$ cat config.mk
export PLATFORM = sky130hd
export DESIGN_NAME = tmr_chan
export DESIGN_NICKNAME = d
export VERILOG_FILES = /design/src/rtl/tmr_pkg.sv /design/src/rtl/tmr_edge.sv /design/src/rtl/tmr_loader.sv /design/src/rtl/tmr_chan.sv
export SDC_FILE = /design/constraint.sdc
export NUM_CORES = 1
export LEC_CHECK = 0
export BUFFER_PORTS_ARGS = -buffer_cell sky130_fd_sc_hd__buf_4
export CAP_MARGIN = 10
export CELL_PAD_IN_SITES_DETAIL_PLACEMENT = 1
export CELL_PAD_IN_SITES_GLOBAL_PLACEMENT = 1
export CORE_MARGIN = 2
export CORE_UTILIZATION = 25
export DETAILED_ROUTE_END_ITERATION = 7
export PLACE_DENSITY = 0.49
export SLEW_MARGIN = 40
export SYNTH_ARGS = -nofsm -noshare
export SYNTH_HDL_FRONTEND = slang
export SYNTH_SLANG_ARGS = --single-unit
$ cat constraint.sdc
create_clock -name clk -period 3.45 [get_ports clk]
set_clock_uncertainty 0.05 [all_clocks]
set_input_delay 0.69 -clock clk [delete_from_list [all_inputs] [get_ports clk]]
set_output_delay 0.69 -clock clk [all_outputs]
set_load 0.01 [all_outputs]
$ cat src/rtl/tmr_pkg.sv
package tmr_pkg;
    parameter int BYTE_W = 8;
    localparam int CNT_W = 2 * BYTE_W;

    typedef enum logic [1:0] {
        MD_TERM = 2'b00,
        MD_RATE = 2'b01,
        MD_STRB = 2'b10
    } md_t;

    function automatic md_t md_decode(input logic [1:0] code);
        case (code)
            2'b00:   return MD_TERM;
            2'b01:   return MD_RATE;
            default: return MD_STRB;
        endcase
    endfunction
endpackage

$ cat src/rtl/tmr_edge.sv
module tmr_edge (
    input  logic clk,
    input  logic rst_n,
    input  logic lvl,
    output logic rise,
    output logic fall
);
    logic prev_d, prev_q;

    always_comb begin
        prev_d = lvl;
        rise   = lvl & ~prev_q;
        fall   = ~lvl & prev_q;
    end

    always_ff @(posedge clk or negedge rst_n) begin
        if (!rst_n) prev_q <= 1'b0;
        else        prev_q <= prev_d;
    end
endmodule

$ cat src/rtl/tmr_loader.sv
module tmr_loader
    import tmr_pkg::*;
#(
    parameter int BW = BYTE_W,
    localparam int CW = 2 * BW
) (
    input  logic          clk,
    input  logic          rst_n,
    input  logic          ctl_we,
    input  logic          cnt_we,
    input  logic [BW-1:0] wdata,
    input  logic          rise,
    input  logic          fall,
    output md_t           mode_o,
    output logic          halt_o,
    output logic          xfer_o,
    output logic [CW-1:0] value_o
);
    typedef struct packed {
        md_t           mode;
        logic          two;
        logic          cfg;
        logic          hi_wait;
        logic [BW-1:0] lo;
        logic          pend;
        logic          seen;
        logic [CW-1:0] value;
    } ld_t;

    ld_t ld_d, ld_q;

    always_comb begin
        ld_d   = ld_q;
        halt_o = 1'b0;
        xfer_o = ld_q.pend & ld_q.seen & fall;
        if (ld_q.pend && rise) ld_d.seen = 1'b1;
        if (xfer_o) begin
            ld_d.pend = 1'b0;
            ld_d.seen = 1'b0;
        end
        if (ctl_we) begin
            ld_d.mode    = md_decode(wdata[1:0]);
            ld_d.two     = wdata[4];
            ld_d.cfg     = 1'b1;
            ld_d.hi_wait = 1'b0;
            ld_d.pend    = 1'b0;
            ld_d.seen    = 1'b0;
        end else if (cnt_we && ld_q.cfg) begin
            ld_d.seen = 1'b0;
            if (ld_q.two && !ld_q.hi_wait) begin
                ld_d.lo      = wdata;
                ld_d.hi_wait = 1'b1;
                ld_d.pend    = 1'b0;
                halt_o       = 1'b1;
            end else if (ld_q.two) begin
                ld_d.value   = {wdata, ld_q.lo};
                ld_d.hi_wait = 1'b0;
                ld_d.pend    = 1'b1;
            end else begin
                ld_d.value = {{BW{1'b0}}, wdata};
                ld_d.pend  = 1'b1;
            end
        end
        mode_o  = ld_q.mode;
        value_o = ld_q.value;
    end

    always_ff @(posedge clk or negedge rst_n) begin
        if (!rst_n) begin
            ld_q      <= '0;
            ld_q.mode <= MD_TERM;
        end else begin
            ld_q <= ld_d;
        end
    end

    // nothing is pending before the first control word
    p_no_pend_unconfigured_r1: assert property (@(posedge clk) disable iff (!rst_n)
        !ld_q.cfg |-> !ld_q.pend);
    // the low byte of a two-byte load withdraws any pending value
    p_lo_byte_cancels_r4: assert property (@(posedge clk) disable iff (!rst_n)
        halt_o |=> !ld_q.pend);
endmodule

$ cat src/rtl/tmr_chan.sv
module tmr_chan
    import tmr_pkg::*;
#(
    parameter int BW = BYTE_W,
    localparam int CW = 2 * BW
) (
    input  logic          clk,
    input  logic          rst_n,
    input  logic          ctl_we,
    input  logic          cnt_we,
    input  logic [BW-1:0] wdata,
    input  logic          ctr_clk,
    output logic          out_o,
    output logic [CW-1:0] count_o
);
    logic          rise, fall, halt, xfer;
    md_t           mode;
    logic [CW-1:0] xval;

    tmr_edge u_edge (
        .clk(clk), .rst_n(rst_n), .lvl(ctr_clk), .rise(rise), .fall(fall)
    );

    tmr_loader #(.BW(BW)) u_ld (
        .clk(clk), .rst_n(rst_n), .ctl_we(ctl_we), .cnt_we(cnt_we),
        .wdata(wdata), .rise(rise), .fall(fall), .mode_o(mode),
        .halt_o(halt), .xfer_o(xfer), .value_o(xval)
    );

    typedef struct packed {
        logic          run;
        logic          out;
        logic          done;
        logic [CW-1:0] count;
        logic [CW-1:0] reload;
    } ch_t;

    ch_t ch_d, ch_q;

    always_comb begin
        ch_d = ch_q;
        if (ctl_we) begin
            ch_d.run  = 1'b0;
            ch_d.done = 1'b0;
            ch_d.out  = (md_decode(wdata[1:0]) != MD_TERM);
        end else if (halt) begin
            ch_d.run = 1'b0;
        end else if (xfer) begin
            ch_d.run    = 1'b1;
            ch_d.done   = 1'b0;
            ch_d.count  = xval;
            ch_d.reload = xval;
            ch_d.out    = (mode != MD_TERM);
        end else if (ch_q.run && fall) begin
            case (mode)
                MD_TERM: begin
                    ch_d.count = ch_q.count - 1'b1;
                    if (ch_q.count == CW'(1)) ch_d.out = 1'b1;
                end
                MD_RATE: begin
                    if (ch_q.count == CW'(1)) begin
                        ch_d.count = ch_q.reload;
                        ch_d.out   = 1'b1;
                    end else begin
                        ch_d.count = ch_q.count - 1'b1;
                        ch_d.out   = (ch_q.count != CW'(2));
                    end
                end
                default: begin
                    ch_d.count = ch_q.count - 1'b1;
                    if (ch_q.count == CW'(1) && !ch_q.done) begin
                        ch_d.out  = 1'b0;
                        ch_d.done = 1'b1;
                    end else begin
                        ch_d.out = 1'b1;
                    end
                end
            endcase
        end
    end

    always_ff @(posedge clk or negedge rst_n) begin
        if (!rst_n) ch_q <= '0;
        else        ch_q <= ch_d;
    end

    assign out_o   = ch_q.out;
    assign count_o = ch_q.count;

    p_mode_freezes_r2: assert property (@(posedge clk) disable iff (!rst_n)
        ctl_we |=> $stable(ch_q.count));
    p_load_value_r3: assert property (@(posedge clk) disable iff (!rst_n)
        (xfer && !ctl_we && !halt) |=> (ch_q.count == $past(xval)));
    p_idle_frozen_r6: assert property (@(posedge clk) disable iff (!rst_n)
        (!ch_q.run && !xfer) |=> $stable(ch_q.count));
    p_term_latched_r7: assert property (@(posedge clk) disable iff (!rst_n)
        (mode == MD_TERM && ch_q.out && !ctl_we && !xfer) |=> ch_q.out);
    p_rate_low_at_one_r8: assert property (@(posedge clk) disable iff (!rst_n)
        (ch_q.run && mode == MD_RATE && !ch_q.out) |-> (ch_q.count == CW'(1)));
    p_strobe_once_r9: assert property (@(posedge clk) disable iff (!rst_n)
        (mode == MD_STRB && ch_q.done && ch_q.out && !ctl_we && !xfer) |=> ch_q.out);
endmodule

==> results.json, run 1 <==
{
  "status": "completed",
  "grt-ovfl-total": 0,
  "dp_cells": 539,
  "synth_area_leaders": "dfrtp_1, nand2_1, buf_4",
  "die_y_um": 121,
  "powerDensity_nw_per_um2": 513,
  "cts-buffers-inserted": 9,
  "dp_hpwl_mm": 6.72,
  "critical_path_class": "flop to flop",
  "clk_path_buf_depth": 2,
  "synth_nets": 378,
  "clk_pin_slew_ns": 0.06,
  "netlist_instances": 362,
  "io_buffers": 29,
  "slew_headroom_pct": 49.7,
  "crit_path_top_delay_cell": "nor4_4",
  "antenna_left": 0,
  "crit_path_max_incr_delay_ns": 0.55,
  "yosysMostFrequentCell": "nand2_1",
  "synth_edf_count": 0,
  "post_layout_nonfiller_instances": 554,
  "cts_tree": "yes",
  "syn_area_um2": 3420,
  "antenna_found_initial": 0,
  "holdWs_ns": 0.321,
  "cap_violations": 0,
  "rsz0062_at_grt": "false",
  "setup_tns_ns": 0,
  "ys_seq_area_share_pct": 49.0,
  "setup.worst_path.end_class": "flop",
  "worstPathCellList": "inv_1, ha_1, or4b_1, nor4_4, nand2_2, or4b_1, nand3_1",
  "syn_avg_cell_area_um2": 9.45,
  "h-tree-depth": 3,
  "start_util_pct": 25.7,
  "grt_first_pass_wirelength_mm": 15.5,
  "fmax_ghz": 0.344,
  "slew_viol_final": 0,
  "fin_nets": 390,
  "cts_setup_buffers": 0,
  "synth_top_cell_area_share_pct": 49.0,
  "first_global_vias": 2724,
  "wl_mm": 9.38,
  "synth_area_leader_cell": "dfrtp_1",
  "synth_top_flop_cell": "dfrtp_1",
  "drc": 0,
  "insertion_delay_ns": 0.33,
  "gp_congestion": 0.719,
  "grt.total_usage_pct": 13.9,
  "cellLeakagePower_nw": 1.87,
  "cts_resized": 0,
  "ys_types": 46,
  "hold_violations": 0,
  "grt_max_degree": 68,
  "drive_above_1_share_pct": 18.3,
  "ys_ff_latch": 67,
  "multi_input_area_um2": 1540,
  "nFillCells": 1530,
  "yosysWarnings": 0,
  "async_flop_share_pct": 100,
  "drt_iter0_drc": 98,
  "postCtsHoldBufs": 0,
  "hold_path_class": "input port to asynchronous set/reset pin",
  "io_pins": 30,
  "core_um2": 13300,
  "clock-root-buffer": "clkbuf_16",
  "crit_path_frequent_cell": "or4b_1",
  "clock_sinks": 67,
  "seqCellArea_um2": 1680,
  "peakVddDrop_uv": 181,
  "setup_viol": 0,
  "period_minus_slack_ns": 2.91,
  "fin_crit_sh_pct": 84.2,
  "drtPass1Iterations": 4,
  "synthToLayoutAreaGrowth_pct": 17.2,
  "cp_max_fo": 11,
  "avgViaCountPerCell": 4.72,
  "vias": 2613,
  "wl_per_cell_um": 16.9,
  "worstPathArrival_ns": 3.12,
  "die_area_um2": 14600,
  "start_kind": "flop",
  "synth_commonest_cells": "nand2_1, dfrtp_1, o21ai_0",
  "n_antenna_cell": 0,
  "worst_slew_pin_slew_ns": 0.755,
  "rows": 42,
  "die_w_um": 121,
  "cp.required_ns": 3.66
}
cells by family after synthesis:
kind of cell / share of synthesized area, %
muxes: 6.51
AOI/OAI and AO/OA: 10.9
and+or+nand+nor: 23.2
adders and majority gates: 1.10
DFF: 49.0
buffers and inverters: 6.15
xor gates and xnor gates: 3.07
critical path: cells and delay by family, from the launching register on:
family / cells / cell delay, ns
simple gates: 5 / 1.98
buf+inv: 1 / 0.13
flops: 1 / 0.42
fa+ha+maj: 1 / 0.26
worst paths after layout:
check | from | end | slack, ns | depth (start not counted)
worst max-delay path | count_o[1]$_DFFE_PN0P_ | count_o[0]$_DFFE_PN0P_ | 0.54 | 7
worst min-delay path | rst_n | u_ld.value_o[13]$_DFFE_PN0P_ | 0.32 | 1
worst max register to register | count_o[1]$_DFFE_PN0P_ | count_o[0]$_DFFE_PN0P_ | 0.54 | 7
worst min register to register | ch_q[1]$_DFFE_PN0P_ | ch_q[1]$_DFFE_PN0P_ | 0.43 | 2
max in group asynchronous | rst_n | out_o$_DFFE_PN0P_ | 2.57 | 1
min in group clk | ch_q[1]$_DFFE_PN0P_ | ch_q[1]$_DFFE_PN0P_ | 0.43 | 2
through the flow:
stage / utilization, % / instance area, um^2 / setup slack, ns / total power, W
3_5_place_dp: 27.9 / 3710 / 0.522 / 0.00115
6_report: 30.2 / 4010 / 0.544 / 0.00206
2_1_floorplan: - / 3420 / 1.12 / 0.00105
3_3_place_gp: 27.9 / 3710 / 0.591 / 0.00115
5_1_grt: 30.2 / 4010 / 0.344 / 0.00217
4_1_cts: 30.2 / 4010 / 0.504 / 0.00209
metal layers:
layer	GRT usage [%]	up-vias	share of wire, %
met4	6.61	0	2.4
met5	0	-	0
met3	1.97	13	2.8
met2	18.5	40	41
li1	-	1283	-
met1	21.5	1277	54
cell usage in the layout (no fill, tap or decap), types with 2 or more instances in the layout:
cell type / count
xor2_1: 4
inv_1: 3
o31ai_1: 2
ha_1: 3
or4_1: 4
a21oi_1: 12
nand4b_1: 2
a211oi_1: 5
nor3_1: 8
nand2b_1: 2
o21ai_0: 20
nor2_1: 18
nand2_1: 87
nand3_1: 12
clkbuf_8: 2
mux2_2: 10
clkbuf_16: 9
mux2i_1: 11
or3_1: 11
o221ai_1: 5
o211ai_1: 3
a31oi_1: 2
xnor2_1: 8
buf_4: 34
nor4_1: 2
nor2b_1: 2
clkbuf_1: 2
a22oi_1: 6
or4b_1: 2
dfrtp_1: 67
cell type report:
type	instances	area share [%]
Sequential cell	67	41.8
Multi-Input combinational cell	258	38.4
Timing Repair Buffer	35	6.65
Clock buffer	13	6.49
Tap cell	176	5.49
Clock inverter	2	0.874
Inverter	3	0.281
power by group:
group          leakage (nW)  total (W)  internal [W]  switching (W)
sequential            0.877   0.000943      0.000868      0.0000758
clock                 0.146   0.000923      0.000594       0.000329
combinational         0.848   0.000191     0.0000872       0.000104
total                  1.87    0.00206       0.00155       0.000508
flip-flops by register name, indices dropped and copies added, names as in the netlist:
register / cells
ch_q: 18
u_edge.prev_q: 1
u_ld.mode_o: 2
out_o: 1
count_o: 16
u_ld.ld_q: 13
u_ld.value_o: 16
Power figures use the tool's default switching activity.
==> inputs of run 2 (changes only) <==
--- a/config.mk
+++ b/config.mk
@@ -5,6 +5,7 @@
 export SDC_FILE = /design/constraint.sdc
 export NUM_CORES = 1
 export LEC_CHECK = 0
+export ABC_AREA = 1
 export BUFFER_PORTS_ARGS = -buffer_cell sky130_fd_sc_hd__buf_4
 export CAP_MARGIN = 10
 export CELL_PAD_IN_SITES_DETAIL_PLACEMENT = 1
@@ -12,7 +13,7 @@
 export CORE_MARGIN = 2
 export CORE_UTILIZATION = 25
 export DETAILED_ROUTE_END_ITERATION = 7
-export PLACE_DENSITY = 0.49
+export PLACE_DENSITY = 0.53
 export SLEW_MARGIN = 40
 export SYNTH_ARGS = -nofsm -noshare
 export SYNTH_HDL_FRONTEND = slang
==> constraint.sdc (replaced) <==
create_clock -name clk -period 2.5 [get_ports clk]
set_clock_uncertainty 0.05 [all_clocks]
set_input_delay 0.5 -clock clk [delete_from_list [all_inputs] [get_ports clk]]
set_output_delay 0.5 -clock clk [all_outputs]
set_load 0.01 [all_outputs]
==> results.json, run 2 <==
{
  "rows": 43,
  "rsz0062_at_grt": "false",
  "grt-ovfl-total": 0,
  "dp_hpwl_mm": 6.82,
  "syn_area_um2": 3580,
  "cts-buffers-inserted": 9,
  "io_pins": 30,
  "synthToLayoutAreaGrowth_pct": 14.9,
  "start_util_pct": 25.7,
  "start_kind": "flop",
  "setup_viol": 0,
  "ff2ff_path_depth": 8,
  "seqPwrFrac_pct": 46.5,
  "fmax_ghz": 0.539,
  "yosysMostFrequentCell": "nand2_1",
  "first_global_vias": 3113,
  "final_area_um2": 4120,
  "cp.required_ns": 2.66,
  "clock-root-buffer": "clkbuf_16",
  "crit_path_top_delay_cell": "dfrtp_1",
  "wl_per_cell_um": 14.1,
  "synth_edf_count": 0,
  "largest_register_ffs": 18,
  "p_sw_w": 0.000705,
  "regMostFlops": "ch_q",
  "placed_area_um2": 3860,
  "ys_types": 24,
  "path_delay_family": "simple AND/OR/NAND/NOR gates",
  "critical_path_class": "flop to flop",
  "cts_resized": 0,
  "synth_top_cell_area_share_pct": 46.8,
  "avgViaCountPerCell": 4.43,
  "p_clk_share_pct": 42.2,
  "postCtsHoldBufs": 0,
  "peakVddDrop_uv": 238,
  "p_int_w": 0.00198,
  "layout_common_cells": "nand2_1, dfrtp_1, inv_1",
  "clk_path_buf_depth": 2,
  "n_antenna_cell": 0,
  "drtPass1Iterations": 4,
  "slew_viol_final": 0,
  "critPathBufInv": 1,
  "gp_congestion": 0.750,
  "synth_nets": 487,
  "power_frac_comb_pct": 11.3,
  "antenna_found_initial": 0,
  "synth_commonest_cells": "nand2_1, dfrtp_1, inv_1",
  "vias": 2951,
  "ys_ff_latch": 67,
  "cp_max_fo": 17,
  "yosysWarnings": 0,
  "hold_path_class": "input port to asynchronous set/reset pin",
  "synth_area_leaders": "dfrtp_1, nand2_1, o21ai_0",
  "grt_max_degree": 68,
  "cellLeakagePower_nw": 2.03,
  "grt.total_usage_pct": 13.6,
  "swShare_pct": 26.2,
  "clock_sinks": 67,
  "io_buffers": 29,
  "slew_headroom_pct": 56.5,
  "cap_violations": 0,
  "wl_mm": 9.39,
  "grt_first_pass_wirelength_mm": 16.1,
  "fin_nets": 498,
  "async_flop_share_pct": 100,
  "worstPathArrival_ns": 2.02,
  "clk_pin_slew_ns": 0.05,
  "die_w_um": 124,
  "die_area_um2": 15300,
  "setup_tns_ns": 0,
  "final_common_cell": "nand2_1",
  "fin_crit_sh_pct": 74.2,
  "die_y_um": 124,
  "status": "completed",
  "h-tree-depth": 3,
  "power_w": 0.00269,
  "syn_avg_cell_area_um2": 7.61,
  "hold_violations": 0,
  "path_depth": 8,
  "period_minus_slack_ns": 1.85,
  "core_um2": 13900,
  "synth_area_leader_cell": "dfrtp_1",
  "drive_above_1_share_pct": 12.6,
  "holdWs_ns": 0.117,
  "insertion_delay_ns": 0.33,
  "drt_iter0_drc": 128,
  "r2r_setup_slack_ns": 0.65,
  "drc": 0,
  "ys_seq_area_share_pct": 46.8,
  "setup.worst_path.end_class": "flop",
  "worst_slew_pin_slew_ns": 0.652,
  "worstPathCellList": "nand2_1, nor2_1, nor2_1, nand2_2, buf_4, a21oi_1, nand2_1, o21ai_1",
  "utilization_pct": 29.6,
  "cts_setup_buffers": 0,
  "netlist_instances": 471,
  "powerDensity_nw_per_um2": 653,
  "antenna_left": 0,
  "synth_top_flop_cell": "dfrtp_1",
  "crit_path_max_incr_delay_ns": 0.57,
  "cts_tree": "yes"
}
run 2: worst reg2reg max path, delay by kind of cell, from the launching register on:
| kind | cells | cell delay, ns |
|---|---|---|
| simple gates | 5 | 0.72 |
| compound gates | 2 | 0.14 |
| flops | 1 | 0.57 |
| buf+inv | 1 | 0.27 |
run 2: logic make-up (layout without fill, tap and decap cells):
family,count (synthesis),count (layout),share of synthesized area (%)
buf+inv,88,103,11.5
xor+xnor,5,5,1.22
fa+ha+maj,3,3,1.05
compound gates,89,89,13.1
simple gates,219,219,26.4
flops,67,67,46.8
run 2: cell type report:
type | instances | area, um^2
tap | 180 | 225
fill | 1687 | 9810
clock inverter | 3 | 15.0
timing repair buffer | 34 | 259
inverter | 54 | 203
clock buffer | 12 | 246
sequential | 67 | 1680
multi-input combinational | 316 | 1500
run 2: path summary, 6_finish.rpt:
path / from / endpoint
setup / recovery: u_ld.ld_q[28]$_DFFE_PN0P_ / count_o[6]$_DFFE_PN0P_
hold / removal: rst_n / u_ld.ld_q[27]$_DFFE_PN0P_
setup reg to reg: u_ld.ld_q[28]$_DFFE_PN0P_ / count_o[6]$_DFFE_PN0P_
hold reg to reg: u_ld.ld_q[27]$_DFFE_PN0P_ / u_ld.ld_q[27]$_DFFE_PN0P_
max in group asynchronous: rst_n / count_o[8]$_DFFE_PN0P_
min in group clk: ctr_clk / u_edge.prev_q$_DFF_PN0_
run 2: power by group through the flow:
stage / Combinational, W / Sequential, W / Clock (W)
after floorplan: 0.000200 / 0.00125 / 0
after global placement: 0.000299 / 0.00127 / 0
after detailed placement: 0.000310 / 0.00127 / 0
after CTS: 0.000312 / 0.00125 / 0.00118
after global routing: 0.000363 / 0.00126 / 0.00122
final: 0.000304 / 0.00125 / 0.00113
run 2: per-stage QoR:
step                worst slack (ns)  instances
floorplan                      0.992        471
global placement               0.588        651
detailed placement             0.559        651
CTS                            0.598        666
global route                   0.403        666
finish                         0.646        666
run 2: routing by layer:
layer	up-vias	routed length [um]	GRT usage, %
li1	1506	-	-
met1	1397	5000	20.0
met2	37	3930	19.8
met3	11	302	2.34
met4	0	154	5.33
met5	-	0	0
